[src/rtl/mdm_pkg.sv]
package mdm_pkg;
  localparam logic [2:0] MCR_ADDR = 3'd4;
  localparam logic [2:0] MSR_ADDR = 3'd6;

  localparam int RTS_BIT  = 1;
  localparam int LOOP_BIT = 4;
  localparam int AUTO_BIT = 5;
  localparam int RING_BIT = 6;
  localparam int TERI_BIT = 2;

  // fill count has reached the trigger level
  function automatic logic at_threshold(input logic [15:0] lvl, input logic [15:0] trig);
    return lvl >= trig;
  endfunction

  // status byte from ring level (active high) and trailing-edge flag
  function automatic logic [7:0] msr_pack(input logic ring, input logic teri);
    logic [7:0] b;
    b = 8'h00;
    b[RING_BIT] = ring;
    b[TERI_BIT] = teri;
    return b;
  endfunction

  // active-low request-to-send level
  function automatic logic rts_level_n(input logic req, input logic loop, input logic hold);
    return !(req && !loop && !hold);
  endfunction
endpackage

[src/rtl/ri_sync.sv]
module ri_sync #(
  parameter int STAGES = 2
) (
  input  logic clk,
  input  logic rst_n,
  input  logic pin_i,
  output logic level_o,
  output logic rise_o
);
  logic [STAGES-1:0] chain_q;
  logic              prev_q;

  for (genvar g = 0; g < STAGES; g++) begin : g_stage
    if (g == 0) begin : g_first
      always_ff @(posedge clk or negedge rst_n)
        if (!rst_n) chain_q[g] <= 1'b1;
        else        chain_q[g] <= pin_i;
    end else begin : g_next
      always_ff @(posedge clk or negedge rst_n)
        if (!rst_n) chain_q[g] <= 1'b1;
        else        chain_q[g] <= chain_q[g-1];
    end
  end

  always_ff @(posedge clk or negedge rst_n)
    if (!rst_n) prev_q <= 1'b1;
    else        prev_q <= chain_q[STAGES-1];

  assign level_o = chain_q[STAGES-1];
  assign rise_o  = level_o & ~prev_q;


  rise_one_shot_chk: assert property (@(posedge clk) disable iff (!rst_n)
    rise_o |=> !rise_o);
endmodule

[src/rtl/msr_status.sv]
module msr_status (
  input  logic       clk,
  input  logic       rst_n,
  input  logic       rise_i,
  input  logic       pin_lvl_i,
  input  logic       msi_en_i,
  input  logic       msr_rd_i,
  output logic [7:0] msr_o,
  output logic       irq_o
);
  logic teri_q;
  logic irq_q;

  always_ff @(posedge clk or negedge rst_n)
    if (!rst_n) begin
      teri_q <= 1'b0;
      irq_q  <= 1'b0;
    end else begin
      teri_q <= rise_i | (teri_q & ~msr_rd_i);
      irq_q  <= (rise_i & msi_en_i) | (irq_q & ~msr_rd_i);
    end

  assign msr_o = mdm_pkg::msr_pack(~pin_lvl_i, teri_q);
  assign irq_o = irq_q;


  teri_set_chk: assert property (@(posedge clk) disable iff (!rst_n)
    rise_i |=> msr_o[mdm_pkg::TERI_BIT]);

  teri_clear_chk: assert property (@(posedge clk) disable iff (!rst_n)
    (msr_rd_i && !rise_i) |=> !msr_o[mdm_pkg::TERI_BIT]);

  irq_set_chk: assert property (@(posedge clk) disable iff (!rst_n)
    (rise_i && msi_en_i) |=> irq_o);

  irq_gate_chk: assert property (@(posedge clk) disable iff (!rst_n)
    (!irq_o && !msi_en_i) |=> !irq_o);
endmodule

[src/rtl/rts_ctrl.sv]
module rts_ctrl #(
  parameter int CNT_W = 5
) (
  input  logic             clk,
  input  logic             rst_n,
  input  logic             wr_i,
  input  logic [7:0]       wdata_i,
  input  logic [CNT_W-1:0] rx_level_i,
  input  logic [CNT_W-1:0] rx_trig_i,
  output logic [7:0]       mcr_o,
  output logic             rts_n_o
);
  logic [7:0] mcr_q;
  logic       hold_q;
  logic       full_hit;

  assign full_hit = mdm_pkg::at_threshold(16'(rx_level_i), 16'(rx_trig_i));

  always_ff @(posedge clk or negedge rst_n)
    if (!rst_n) mcr_q <= 8'h00;
    else if (wr_i) mcr_q <= wdata_i;

  always_ff @(posedge clk or negedge rst_n)
    if (!rst_n) hold_q <= 1'b0;
    else        hold_q <= mcr_q[mdm_pkg::AUTO_BIT] & full_hit;

  assign mcr_o   = mcr_q;
  assign rts_n_o = mdm_pkg::rts_level_n(mcr_q[mdm_pkg::RTS_BIT],
                                        mcr_q[mdm_pkg::LOOP_BIT], hold_q);


  mcr_stable_chk: assert property (@(posedge clk) disable iff (!rst_n)
    !wr_i |=> $stable(mcr_o));

  loop_idle_chk: assert property (@(posedge clk) disable iff (!rst_n)
    (wr_i && wdata_i[mdm_pkg::LOOP_BIT]) |=> rts_n_o);

  flow_hold_chk: assert property (@(posedge clk) disable iff (!rst_n)
    (!wr_i && mcr_o[mdm_pkg::AUTO_BIT] && full_hit) |=> rts_n_o);

  flow_release_chk: assert property (@(posedge clk) disable iff (!rst_n)
    (!wr_i && mcr_o[mdm_pkg::RTS_BIT] && !mcr_o[mdm_pkg::LOOP_BIT] && !full_hit) |=> !rts_n_o);
endmodule

[src/rtl/modem_ring_rts_ctrl.sv]
module modem_ring_rts_ctrl #(
  parameter  int RX_DEPTH    = 16,
  parameter  int SYNC_STAGES = 2,
  localparam int CNT_W       = $clog2(RX_DEPTH + 1)
) (
  input  logic             clk,
  input  logic             rst_n,
  input  logic [2:0]       reg_addr,
  input  logic             reg_wr,
  input  logic             reg_rd,
  input  logic [7:0]       reg_wdata,
  output logic [7:0]       reg_rdata,
  input  logic             ri_n,
  input  logic             msi_en,
  input  logic [CNT_W-1:0] rx_level,
  input  logic [CNT_W-1:0] rx_trig,
  output logic             rts_n,
  output logic             modem_irq
);
  logic       ri_lvl;
  logic       ri_rise;
  logic       msr_rd;
  logic       mcr_wr;
  logic [7:0] msr_byte;
  logic [7:0] mcr_byte;

  assign msr_rd = reg_rd && (reg_addr == mdm_pkg::MSR_ADDR);
  assign mcr_wr = reg_wr && (reg_addr == mdm_pkg::MCR_ADDR);

  ri_sync #(.STAGES(SYNC_STAGES)) u_sync (
    .clk(clk), .rst_n(rst_n), .pin_i(ri_n), .level_o(ri_lvl), .rise_o(ri_rise)
  );

  msr_status u_msr (
    .clk(clk), .rst_n(rst_n), .rise_i(ri_rise), .pin_lvl_i(ri_lvl),
    .msi_en_i(msi_en), .msr_rd_i(msr_rd), .msr_o(msr_byte), .irq_o(modem_irq)
  );

  rts_ctrl #(.CNT_W(CNT_W)) u_rts (
    .clk(clk), .rst_n(rst_n), .wr_i(mcr_wr), .wdata_i(reg_wdata),
    .rx_level_i(rx_level), .rx_trig_i(rx_trig), .mcr_o(mcr_byte), .rts_n_o(rts_n)
  );

  always_comb begin
    case (reg_addr)
      mdm_pkg::MCR_ADDR: reg_rdata = mcr_byte;
      mdm_pkg::MSR_ADDR: reg_rdata = msr_byte;
      default:           reg_rdata = 8'h00;
    endcase
  end


  stray_write_chk: assert property (@(posedge clk) disable iff (!rst_n)
    (reg_wr && reg_addr != mdm_pkg::MCR_ADDR) |=> $stable(mcr_byte));
endmodule

[config.mk]
export PLATFORM = sky130hd
export DESIGN_NAME = modem_ring_rts_ctrl
export DESIGN_NICKNAME = d
export VERILOG_FILES = /design/src/rtl/mdm_pkg.sv /design/src/rtl/ri_sync.sv /design/src/rtl/msr_status.sv /design/src/rtl/rts_ctrl.sv /design/src/rtl/modem_ring_rts_ctrl.sv
export SDC_FILE = /design/constraint.sdc
export NUM_CORES = 1
export LEC_CHECK = 0
export ABC_CLOCK_PERIOD_IN_PS = 1900
export BUFFER_PORTS_ARGS = -buffer_cell sky130_fd_sc_hd__clkbuf_2
export CORE_MARGIN = 2
export CORE_UTILIZATION = 35
export CTS_BUF_LIST = sky130_fd_sc_hd__clkbuf_8
export DETAILED_ROUTE_END_ITERATION = 8
export GPL_ROUTABILITY_DRIVEN = 0
export HOLD_SLACK_MARGIN = 0.05
export MAX_ROUTING_LAYER = met4
export PLACE_DENSITY = 0.74
export RECOVER_POWER = 50
export SETUP_SLACK_MARGIN = 0.05
export SLEW_MARGIN = 20
export SYNTH_ARGS = -nofsm -noshare
export SYNTH_HDL_FRONTEND = slang
export SYNTH_SLANG_ARGS = --single-unit
[constraint.sdc]
create_clock -name clk -period 1.9 [get_ports clk]
set_input_delay 0.38 -clock clk [delete_from_list [all_inputs] [get_ports clk]]
set_output_delay 0.38 -clock clk [all_outputs]
set_load 0.05 [all_outputs]
After elaboration in Yosys (flattened, before gate mapping). Cells that the tools add are included. Widths: inputs -> output; s select.

Bits in registers: 14. Input bits: 27. Output and inout bits: 10. Logic and storage cells: 28.

Magnitude comparators: 1. Eq/ne operators: 2. Muxes and demuxes: 1. Bitwise operators: 10. Reduce and logical (&&, ||, !) cells: 7.

Operators by type and width (count): $pmux 8 s2 (1); $eq 3x3->1 const B (2); $and 1x1->1 (5); $ge 5x5->1 (1); $logic_and 1x1->1 (4); $logic_not 1->1 (3); $not 1->1 (3); $or 1x1->1 (2).

Longest topological paths before layout.
Word-level depth: 5. Depth in mapped cells: 5. Depth with buffers taken out: 5.

Hierarchy. A second synthesis with hierarchy kept.

Cell total of the unflattened synthesis: 76. Area, all modules: 878.3 um^2.

Modules (own cells, without submodules): rts_ctrl (instances 1, cells an instance 36, area each 488.0 um^2, sequential area each 225.2 um^2); modem_ring_rts_ctrl (instances 1, cells an instance 22, area each 166.4 um^2, sequential area each 0.0 um^2); msr_status (instances 1, cells an instance 14, area each 131.4 um^2, sequential area each 50.0 um^2); ri_sync (instances 1, cells an instance 4, area each 92.6 um^2, sequential area each 78.8 um^2).

Least setup slack after synthesis. No wires, ideal clock.

Kind: input port to output port. From: input port reg_addr[1]. To: output port reg_rdata[2]. Arrival: 0.996 ns. Required time: 1.520 ns. Path slack: 0.524 ns. Stages on the path: 2. Buffers on the path: 0. Cells stage by stage: nor3b_4 a22o_2.

Word-level cells in the longest chain between the ends: 2. Elaborated cells between the ends (all ways): 3. Those cells by class: eq/ne: 2; mux: 1.

Ends and longest elaborated chain: start, declared (RTL line modem_ring_rts_ctrl.sv:8) `input logic [2:0] reg_addr,`; $eq 3x3->1 (RTL line modem_ring_rts_ctrl.sv:45) `case (reg_addr)`; $pmux 8 s2 (*) (RTL line modem_ring_rts_ctrl.sv:45); end, declared (RTL line modem_ring_rts_ctrl.sv:12) `output logic [7:0] reg_rdata,`.

Every way passes the cells marked *; elsewhere a longest branch is shown, timed or not.

Worst setup path after layout.
From: register u_rts.mcr_q[4] (netlist: u_rts.mcr_o[4]). To: output port rts_n.

Word-level cells in the longest chain between the ends: 4.

Ends and longest elaborated chain: start, declared (RTL line rts_ctrl.sv:13) `logic [7:0] mcr_q;`; start signal, assigned (RTL line rts_ctrl.sv:21) `else if (wr_i) mcr_q <= wdata_i;`; $logic_not 1->1 (RTL line mdm_pkg.sv:27) `return !(req && !loop && !hold);`; $logic_and 1x1->1 (2 in series) (RTL line mdm_pkg.sv:27); $logic_not 1->1 (RTL line mdm_pkg.sv:27); end, declared (RTL line modem_ring_rts_ctrl.sv:17) `output logic rts_n,`.

No other way between the ends.

==> out/qor.txt <==
CTS Buffer Depth -> 2
Number of buffers inserted by port buffering -> 36
Clock-pin slew on the worst setup and hold paths -> 0.05 ns
Final nets -> 130
P per Cell Area -> 866.1 nW/um^2
Critical-path cell list -> or3b_2 -> clkbuf_2
Area of the core -> 2002 sq um
Synthesis warning total -> 0
Diodes inserted -> 0
Cell Area, Synth -> 755.7 sq um
Clock Latency Late Sink -> 0.24 ns
RSZ-0062 raised after global routing -> false
Post-CTS setup buffers -> 0
Rel. slew slack -> 53.24%
Synth Flop Type -> dfrtp_1
DR DRC count -> 0
Mapped Nets -> 89
# setup viols final -> 0
Worst endpoint data arrival time -> 1.35 ns
Post-CTS sizing -> 0
Leak pwr -> 0.5433 nW
CTS Hold Bufs -> 1
Largest area contributor in the netlist -> dfrtp_1
Buf/Inv on CP -> 1
Via count -> 552
Tot GR Track Use -> 12.56%
Outcome -> finished clean
Top-count cell post-synth -> dfrtp_1
Period utilisation layout -> 90.99%
Crit path kind -> reg2out
Routed len/inst -> 10.95 um
Reg2Reg Setup Slack -> 0.96 ns
Worst-margin pin slew -> 0.7014 ns
Design Power -> 0.8777 mW
Seq/Total Area, Yosys -> 46.85%
Post-route insts no fill -> 124
DRT Pass-1 Iters -> 4
Slew Limit Fails -> 0
CP max FO -> 3
Routed wire length -> 1.358 mm
Max-cap violations -> 0
Hold violation total from the final report -> 0
Clk_skew -> 0.001061 ns
DP HPWL -> 1.113 mm
Min Hold Slack -> 0.2202 ns
Share of layout cells above drive strength 1 -> 63.92%
Slowest cell on crit path -> or3b_2
VDD IR max -> 0.3777 mV
Crit-path max cell delay -> 0.47 ns
Average cell area after synthesis -> 13.26 sq um
Worst min path class -> in2reg
Antenna violations before repair -> 0
Clk sinks -> 14
Critical Path RT -> 1.52 ns
Fin crit period -> 1.729 ns
Cell family with most CP delay -> simple AND/OR/NAND/NOR gates
Commonest cells in the netlist -> dfrtp_1 (11), mux2_4 (8), inv_1 (7)
Design Area, Final -> 1013 sq um
Root Driver -> clkbuf_8
DIE AREA -> 2547 sq um
Startpoint types -> flop
#FFs+latches synth -> 14
Die H -> 50.47 um
Post-synth EDFFs -> 0
Syn Inst Count -> 57
Area of placed instances -> 949.7 sq um
FMAX -> 578.4 MHz
Setup Total Neg Slack -> 0 ns
Antenna Violating Nets Remaining -> 0
TritonCTS Buffers -> 3
First-pass GRT wire length -> 2.304 mm
H-tree level count -> 1
Synth top area share -> 36.42%
Area grow syn2layout -> 34.11%
Initial drt markers -> 3
Grt ovf -> 0
Vias per cell -> 4.452
Unique masters post-synth -> 21
Inst Count DP -> 119
Dominant cells by area after synthesis -> dfrtp_1 (36%), mux2_4 (16%), dfstp_2 (10%)
Die width -> 50.47 um
TritonCTS clock tree -> done
Ys async rst share -> 100.0%
# rows -> 16
Number of global-route vias before repair -> 554
Type of element capturing the critical path -> output pin
# IOs -> 37
Initial Utilization -> 37.75%
Largest net degree at the start of global routing -> 15
-- cell type report --
cell class	count	area, sq um
clock buffers	4	55.05
fillers	191	988.4
inverters	7	26.28
multi-input cells	35	355.3
flip-flops and latches	14	354.1
well taps	27	33.78
repair buffers	37	188.9
-- metal layers --
| metal | share of wire [%] | vias to the layer above | GRT usage, % |
|---|---|---|---|
| met5 | 0 | - | - |
| met3 | 9.4 | 2 | 3.571 |
| met2 | 44 | 31 | 19.30 |
| met4 | 0.44 | 0 | 6.757 |
| li1 | - | 277 | - |
| met1 | 46 | 242 | 14.91 |
-- final timing paths --
path | start | endpoint | cells past startpoint
min | ri_n | u_sync.chain_q[0] | 1
max | u_rts.mcr_o[4] | rts_n | 2
min reg2reg | u_sync.chain_q[0] | u_sync.level_o | 0
max in group asynchronous | rst_n | u_msr.irq_o | 2
max reg2reg | u_sync.level_o | u_msr.irq_o | 3
min in group asynchronous | rst_n | u_rts.mcr_o[4] | 2
-- state kept, by name (all words and copies together), names as in the netlist --
name and count:
u_rts.mcr_o 8, u_msr.irq_o 1, u_sync.prev_q 1, u_sync.level_o 1, u_rts.hold_q 1, u_msr.teri_q 1
u_sync.chain_q 1
-- stage by stage --
step                      worst slack, ns  util [%]
after global routing               0.1266     50.63
after CTS                          0.1599     50.69
final                              0.1711     50.63
after floorplan                    0.5244         -
after global placement             0.2216     47.44
after detailed placement           0.2039     47.44
-- worst register-to-register path: stages, from the launching register on --
cell and delay [ns]:
dfstp_2 0.53, inv_1 0.05, nor2_1 0.14, a22o_1 0.16
-- report_power, final --
group / switching, mW / total (mW) / internal [mW]
Combinational: 0.114 / 0.224 / 0.110
Clock: 0.0960 / 0.279 / 0.183
Sequential: 0.0249 / 0.375 / 0.350
Total: 0.235 / 0.878 / 0.643
-- cells by family after synthesis --
family,after synthesis,synth area share [%]
multiplexers,8,15.89
adder cells (fa/ha/maj),5,8.278
buffers and inverters,8,6.127
flip-flops,14,46.85
AO/OA/AOI/OAI,9,9.273
AND/OR/NAND/NOR,13,13.58
-- cell usage in the layout, fill, tap and decap left out --
master / count
dlygate4sd3_1: 1
ha_1: 5
a211oi_1: 1
mux2_4: 8
clkbuf_2: 35
o21ai_0: 1
dfrtp_1: 11
o211ai_1: 1
clkbuf_8: 4
and2_2: 6
a31oi_1: 1
a21o_1: 1
o21a_1: 1
inv_1: 7
nor2_1: 1
nor3b_4: 1
and3b_2: 1
a22o_2: 2
nand2_1: 2
a22o_1: 1
or3b_2: 1
clkbuf_1: 1
and2_4: 1
dfstp_2: 3
No activity file was read; power rests on OpenSTA's default activity.
